===== config.mk =====
export PLATFORM = sky130hd
export DESIGN_NAME = icap_channel
export DESIGN_NICKNAME = d
export VERILOG_FILES = /design/src/rtl/icap_pkg.sv /design/src/rtl/icap_sync.sv /design/src/rtl/icap_filter.sv /design/src/rtl/icap_channel.sv
export SDC_FILE = /design/constraint.sdc
export NUM_CORES = 1
export LEC_CHECK = 0
export BUFFER_PORTS_ARGS = -buffer_cell sky130_fd_sc_hd__buf_4
export CAP_MARGIN = 20
export CORE_ASPECT_RATIO = 0.6
export CORE_MARGIN = 4
export CORE_UTILIZATION = 54
export DETAILED_ROUTE_END_ITERATION = 8
export GPL_ROUTABILITY_DRIVEN = 0
export MAX_ROUTING_LAYER = met4
export PLACE_DENSITY = 0.88
export SETUP_SLACK_MARGIN = 0.2
export SLEW_MARGIN = 20
export SYNTH_ARGS = -nofsm -noshare
export SYNTH_HDL_FRONTEND = slang
export SYNTH_SLANG_ARGS = --single-unit

===== constraint.sdc =====
create_clock -name clk -period 2.7 [get_ports clk]
set_clock_uncertainty 0.1 [all_clocks]
set_input_delay 0.135 -clock clk [delete_from_list [all_inputs] [get_ports clk]]
set_output_delay 0.135 -clock clk [all_outputs]
set_load 0.005 [all_outputs]

===== src/rtl/icap_pkg.sv =====
package icap_pkg;
    typedef enum logic [1:0] {
        FS_LOW  = 2'd0,
        FS_RISE = 2'd1,
        FS_HIGH = 2'd2,
        FS_FALL = 2'd3
    } filt_state_e;

    localparam logic [1:0] ADDR_CTRL = 2'd0;
    localparam logic [1:0] ADDR_STAT = 2'd1;
    localparam logic [1:0] ADDR_CAPT = 2'd2;

    localparam int CTRL_BITS = 9;
endpackage


===== src/rtl/icap_sync.sv =====
module icap_sync #(
    parameter int STAGES = 2
) (
    input  logic clk,
    input  logic rst_n,
    input  logic din,
    output logic dout
);
    logic [STAGES-1:0] chain_q;

    generate
        if (STAGES == 1) begin : g_one
            always_ff @(posedge clk) begin
                if (!rst_n) chain_q <= '0;
                else        chain_q <= din;
            end
        end else begin : g_many
            always_ff @(posedge clk) begin
                if (!rst_n) chain_q <= '0;
                else        chain_q <= {chain_q[STAGES-2:0], din};
            end
        end
    endgenerate

    assign dout = chain_q[STAGES-1];
endmodule


===== src/rtl/icap_filter.sv =====
module icap_filter
    import icap_pkg::*;
#(
    parameter int CODE_W = 4
) (
    input  logic              clk,
    input  logic              rst_n,
    input  logic              sample,
    input  logic [CODE_W-1:0] code,
    output logic              level,
    output logic              rise,
    output logic              fall
);
    localparam int LEN_W = CODE_W + 1;

    filt_state_e      state_q, state_d;
    logic [LEN_W-1:0] run_q, run_d, need, run_inc;
    logic             rise_d, fall_d, rise_q, fall_q;

    assign need    = (code == '0) ? LEN_W'(1) : ({1'b0, code} + LEN_W'(1));
    assign run_inc = run_q + LEN_W'(1);

    always_comb begin
        state_d = state_q;
        run_d   = run_q;
        rise_d  = 1'b0;
        fall_d  = 1'b0;
        unique case (state_q)
            FS_LOW: begin
                if (sample) begin
                    if (need == LEN_W'(1)) begin
                        state_d = FS_HIGH;
                        rise_d  = 1'b1;
                    end else begin
                        state_d = FS_RISE;
                        run_d   = LEN_W'(1);
                    end
                end
            end
            FS_RISE: begin
                if (!sample) begin
                    state_d = FS_LOW;
                    run_d   = '0;
                end else if (run_inc >= need) begin
                    state_d = FS_HIGH;
                    run_d   = '0;
                    rise_d  = 1'b1;
                end else begin
                    run_d = run_inc;
                end
            end
            FS_HIGH: begin
                if (!sample) begin
                    if (need == LEN_W'(1)) begin
                        state_d = FS_LOW;
                        fall_d  = 1'b1;
                    end else begin
                        state_d = FS_FALL;
                        run_d   = LEN_W'(1);
                    end
                end
            end
            FS_FALL: begin
                if (sample) begin
                    state_d = FS_HIGH;
                    run_d   = '0;
                end else if (run_inc >= need) begin
                    state_d = FS_LOW;
                    run_d   = '0;
                    fall_d  = 1'b1;
                end else begin
                    run_d = run_inc;
                end
            end
        endcase
    end

    always_ff @(posedge clk) begin
        if (!rst_n) begin
            state_q <= FS_LOW;
            run_q   <= '0;
        end else begin
            state_q <= state_d;
            run_q   <= run_d;
        end
    end

    always_ff @(posedge clk) begin
        if (!rst_n) begin
            rise_q <= 1'b0;
            fall_q <= 1'b0;
        end else begin
            rise_q <= rise_d;
            fall_q <= fall_d;
        end
    end

    assign level = (state_q == FS_HIGH) || (state_q == FS_FALL);
    assign rise  = rise_q;
    assign fall  = fall_q;

    AST_SETTLED_RUN_ZERO: assert property (@(posedge clk) disable iff (!rst_n)
        ((state_q == FS_LOW) || (state_q == FS_HIGH)) |-> (run_q == '0));
    AST_RISE_ABORT: assert property (@(posedge clk) disable iff (!rst_n)
        ((state_q == FS_RISE) && !sample) |=> (state_q == FS_LOW));
    AST_FALL_ABORT: assert property (@(posedge clk) disable iff (!rst_n)
        ((state_q == FS_FALL) && sample) |=> (state_q == FS_HIGH));
endmodule


===== src/rtl/icap_channel.sv =====
module icap_channel
    import icap_pkg::*;
#(
    parameter int CW     = 16,
    parameter int DW     = 16,
    parameter int CODE_W = 4,
    parameter int SYNC_N = 2
) (
    input  logic          clk,
    input  logic          rst_n,
    input  logic [CW-1:0] cnt_in,
    input  logic          pin_in,
    input  logic          wr_en,
    input  logic          rd_en,
    input  logic [1:0]    addr,
    input  logic [DW-1:0] wdata,
    output logic [DW-1:0] rdata,
    output logic          irq,
    output logic          dma_req
);
    // DW must be at least CW and at least CTRL_BITS.
    localparam int CODE_LO = 3;
    localparam int CODE_HI = CODE_LO + CODE_W - 1;

    logic [CTRL_BITS-1:0] ctrl_q;
    logic [CW-1:0]        shadow_q, preload_q;
    logic                 xfer_q, flag_q, over_q, dma_q;
    logic                 pin_sync, f_level, f_rise, f_fall;
    logic                 cap_mode, cap_now, clr_flag, clr_over, cpu_load;

    icap_sync #(.STAGES(SYNC_N)) u_sync (
        .clk(clk), .rst_n(rst_n), .din(pin_in), .dout(pin_sync)
    );

    icap_filter #(.CODE_W(CODE_W)) u_filt (
        .clk(clk), .rst_n(rst_n), .sample(pin_sync),
        .code(ctrl_q[CODE_HI:CODE_LO]),
        .level(f_level), .rise(f_rise), .fall(f_fall)
    );

    assign cap_mode = (ctrl_q[1:0] != 2'b00);
    assign cap_now  = cap_mode && (ctrl_q[2] ? f_fall : f_rise);
    assign clr_flag = (rd_en && addr == ADDR_CAPT) ||
                      (wr_en && addr == ADDR_STAT && !wdata[0]);
    assign clr_over = wr_en && addr == ADDR_STAT && !wdata[1];
    assign cpu_load = wr_en && addr == ADDR_CAPT && !cap_mode;

    always_ff @(posedge clk) begin
        if (!rst_n) begin
            ctrl_q    <= '0;
            shadow_q  <= '0;
            preload_q <= '0;
            xfer_q    <= 1'b0;
            flag_q    <= 1'b0;
            over_q    <= 1'b0;
            dma_q     <= 1'b0;
        end else begin
            if (wr_en && addr == ADDR_CTRL) ctrl_q <= wdata[CTRL_BITS-1:0];
            xfer_q <= cap_now;
            if (cap_now) shadow_q <= cnt_in;
            if (xfer_q)        preload_q <= shadow_q;
            else if (cpu_load) preload_q <= wdata[CW-1:0];
            if (xfer_q)        flag_q <= 1'b1;
            else if (clr_flag) flag_q <= 1'b0;
            if (xfer_q && flag_q) over_q <= 1'b1;
            else if (clr_over)    over_q <= 1'b0;
            dma_q <= xfer_q && ctrl_q[8];
        end
    end

    always_comb begin
        rdata = '0;
        unique case (addr)
            ADDR_CTRL: rdata[CTRL_BITS-1:0] = ctrl_q;
            ADDR_STAT: rdata[1:0]           = {over_q, flag_q};
            ADDR_CAPT: rdata[CW-1:0]        = preload_q;
            default:   rdata                = '0;
        endcase
    end

    assign irq     = flag_q && ctrl_q[7];
    assign dma_req = dma_q;

    AST_FLAG_AFTER_XFER: assert property (@(posedge clk) disable iff (!rst_n)
        xfer_q |=> flag_q);
    AST_OVER_NEEDS_FLAG: assert property (@(posedge clk) disable iff (!rst_n)
        $rose(over_q) |-> $past(flag_q));
    AST_READ_CLEARS: assert property (@(posedge clk) disable iff (!rst_n)
        (rd_en && addr == ADDR_CAPT && !xfer_q) |=> !flag_q);
    AST_CAPT_READ_ONLY: assert property (@(posedge clk) disable iff (!rst_n)
        (cap_mode && !xfer_q) |=> $stable(preload_q));
    AST_DMA_SINGLE: assert property (@(posedge clk) disable iff (!rst_n)
        dma_req |=> !dma_req);
    AST_LEVEL_AFTER_RISE: assert property (@(posedge clk) disable iff (!rst_n)
        f_rise |-> f_level);
endmodule


==> flow_metrics.py <==
metrics = {
    "run_status": {
        "status": "finished with violations",
        "violations": "hold timing",
    },
    "logic_synthesis": {
        "yosys.area.top_type_share_pct": 40.9,
        "synth_fp_nets": 323,
        "yosysWarnings": 0,
        "synth_top_area_cell": "dfxtp_1",
        "synth_area_um2": 2740,
        "seq_area_frac_synth_pct": 40.9,
        "synthDistinctLibCells": 41,
        "synth_seq_cells": 56,
        "netlist_top_cells_area": "dfxtp_1 (41%), mux2i_1 (18%), nor2b_1 (6.4%), o211a_1 (6.2%), ha_1 (4.1%)",
        "syn_area_per_cell_um2": 9.98,
        "synth_cells": 275,
    },
    "worst_hold_path": {
        "min_path_type": "primary input to register",
    },
    "cts": {
        "cts_root_buf": "clkbuf_8",
        "numCtsBuffers": 5,
        "clk_pin_slew_ns": 0.10,
        "h-tree-depth": 2,
        "worstSkewPairLatency_ns": 0.31,
        "cts.sinks": 56,
        "max-clock-path-buffers": 2,
        "cts_tree": "built",
    },
    "routing": {
        "wl_per_cell_um": 15.7,
        "viasPerCell": 5.40,
        "antenna_left": 0,
        "drtPass1Iterations": 5,
        "totalWireLength_mm": 6.37,
        "num_vias": 2186,
        "first_iter_violations": 83,
        "drc_errors": 0,
    },
    "global_route": {
        "grt_use_total_pct": 21.2,
        "grt_max_degree": 56,
        "grt_util_met2_pct": 32.9,
        "grt_overflow": 0,
        "grtUsageMet1_pct": 27.8,
        "grt_pass1_vias": 2105,
        "grt_pass1_wl_mm": 10.5,
        "globalRoute.busiestLayer": "met2",
        "use_met3_pct": 4.96,
        "antenna_found_initial": 0,
    },
    "layout": {
        "area_growth_pct": 27.2,
        "design_area_um2": 3490,
        "multi_input_area_um2": 1570,
        "drive_gt1_share_pct": 26.3,
        "layout.cells.most_common": "buf_4",
        "nFillCells": 357,
        "layout.cells.non_filler": 405,
        "antenna_cells": 0,
        "seqCellArea_um2": 1130,
        "final_nets": 389,
        "final_cell_mix": "buf_4 (60), dfxtp_1 (53), mux2i_1 (50), nor2b_1 (28), nand2_1 (24)",
    },
    "critical_path": {
        "path_class": "register to register",
        "critPathSlowestCell": "dfxtp_4",
        "path_cells": "ha_2, or2b_1, a21boi_2, ha_4, a21o_1, a31oi_2, o21ai_1, or3_1, a21boi_1",
        "crit_start": "ctrl_q[3]",
        "r2r_setup_slack_ns": 0.33,
        "slowest_delay_ns": 0.37,
        "endpoint_kind": "register",
        "required_ns": 2.83,
        "rr_worst_depth": 9,
        "critical_path.endpoint": "u_filt.run_q[0]",
        "crit_fanout": 5,
        "arrival_ns": 2.50,
        "start_kind": "register",
        "r2r_end": "u_filt.run_q[0]",
        "regToRegStartpoint": "ctrl_q[3]",
    },
    "floorplan": {
        "core_area_um2": 4730,
        "start_util_pct": 58.0,
        "io_pins": 57,
        "die_w_um": 100,
        "die_area_um2": 6320,
        "die_h_um": 63.2,
        "num_rows": 19,
    },
    "pwr": {
        "sequentialPowerShare_pct": 56.7,
        "sw_frac_of_total_pct": 23.8,
        "internal_power_mw": 1.16,
        "p_per_area_nw_per_um2": 436,
        "power_mw": 1.52,
        "peakVddDrop_uv": 349,
        "pwr-share-clk_pct": 30.6,
        "p_leak_nw": 1.56,
        "comb_power_share_pct": 12.7,
        "power.switching_mw": 0.362,
    },
    "timing": {
        "setup_viol": 0,
        "tightest_slew_ns": 0.682,
        "slew_headroom_pct": 54.4,
        "rsz0062_at_grt": "false",
        "period_needed_ns": 2.37,
        "finalWorstSetupSlack_ns": 0.332,
        "tns_ns": 0,
        "fin_hold_ws_ns": -0.00394,
        "drv_slew": 0,
        "fmax_ghz": 0.422,
        "hold_viol": 2,
        "period_share_pct": 87.7,
    },
    "placement": {
        "hpwlAfterDp_mm": 4.39,
        "postPlaceCellArea_um2": 3200,
        "io_buffers": 56,
        "post-place-ws_ns": 0.231,
        "place_inst": 381,
    },
    "run": {
        "drv_cap": 0,
    },
}
## state kept, by name, summed over array words and instances, names as in the netlist
name and cells:
preload_q 16, shadow_q 16, ctrl_q 9, u_filt.run_q 5, u_filt.state_q 2, u_sync.chain_q 2, dma_req 1, flag_q 1
over_q 1, u_filt.fall 1, u_filt.rise 1, xfer_q 1
## per-stage QoR
step | util [%] | hold slack, ns
2_1_floorplan | - | 0.162
3_3_place_gp | 67.6 | 0.249
3_5_place_dp | 67.6 | 0.260
4_1_cts | 72.7 | 0.0000589
5_1_grt | 73.8 | 0.000998
6_report | 73.8 | -0.00394
## worst min path at each step
stage | from | slack, ns | endpoint | depth (start not counted)
2_1_floorplan | pin_in | 0.16 | u_sync.chain_q[0] | 1
3_3_place_gp | pin_in | 0.25 | u_sync.chain_q[0] | 2
3_5_place_dp | pin_in | 0.26 | u_sync.chain_q[0] | 2
4_1_cts | cnt_in[2] | 0.00006 | shadow_q[2] | 3
5_1_grt | wdata[4] | 0.001 | ctrl_q[4] | 3
6_report | cnt_in[15] | -0.004 | shadow_q[15] | 3
## critical path: cells and delay by family, from the launching register on
kind | cells | cell delay, ns
DFF | 1 | 0.37
AOI/OAI and AO/OA | 5 | 0.76
adders and majority gates | 2 | 0.45
and+or+nand+nor | 2 | 0.61
## final cells by class
cell class,count,share of cell area (%)
tap,63,2.26
clock buffer,6,2.37
multi-input combinational,199,45.1
timing repair buffer,75,17.2
sequential,56,32.4
inverter,4,0.430
clock inverter,2,0.287
## what timing repair did
| item | 4_1_cts | 5_1_grt |
|---|---|---|
| hold endpoints to repair | 15 | 0 |
| setup endpoints to repair | 0 | 6 |
| hold buffers | 15 | 0 |
| resized for setup | 0 | 15 |
| setup buffers | 0 | 1 |
## cells in the mapped netlist
master / count
a22o_2: 3
a41oi_2: 1
a211oi_1: 1
a31o_2: 1
clkbuf_1: 8
a31oi_1: 1
dfxtp_1: 56
nand3b_1: 1
and4b_1: 2
a21oi_1: 2
xor2_1: 1
and3_1: 1
nor2b_1: 28
o211a_1: 17
nor3b_2: 1
nand2_1: 24
mux2i_1: 50
a21bo_2: 1
a21boi_2: 1
a21o_1: 1
and2b_2: 1
xnor2_1: 3
buf_4: 1
or2b_1: 1
nand2b_1: 2
inv_1: 4
or3_1: 1
nor2_4: 1
o21ai_0: 8
nand3_1: 4
o2111a_1: 1
xor2_2: 1
buf_2: 7
nor3b_1: 1
o21a_1: 1
or2_2: 1
nand4_1: 1
a21boi_0: 3
nor2_1: 12
ha_1: 9
and2_1: 11
## power by group through the flow
stage	Sequential [mW]	Combinational (mW)	Clock [mW]
5_1_grt	0.866	0.211	0.521
3_5_place_dp	0.883	0.169	0
4_1_cts	0.864	0.187	0.479
3_3_place_gp	0.881	0.166	0
6_report	0.863	0.194	0.466
2_1_floorplan	0.878	0.0963	0
## routing by layer
| layer | part of all wire (%) | vias up |
|---|---|---|
| li1 | - | 1094 |
| met1 | 47 | 1032 |
| met2 | 46 | 54 |
| met3 | 5.5 | 6 |
| met4 | 0.67 | 0 |
| met5 | 0 | - |
## kinds of logic after synthesis
| family | Yosys count | share of synthesized area, % |
|---|---|---|
| compound gates | 42 | 13.1 |
| xor+xnor | 5 | 1.87 |
| buf+inv | 20 | 3.19 |
| simple gates | 93 | 18.7 |
| mux | 50 | 18.2 |
| fa+ha+maj | 9 | 4.10 |
| flops | 56 | 40.9 |
Power figures use the tool's default switching activity.
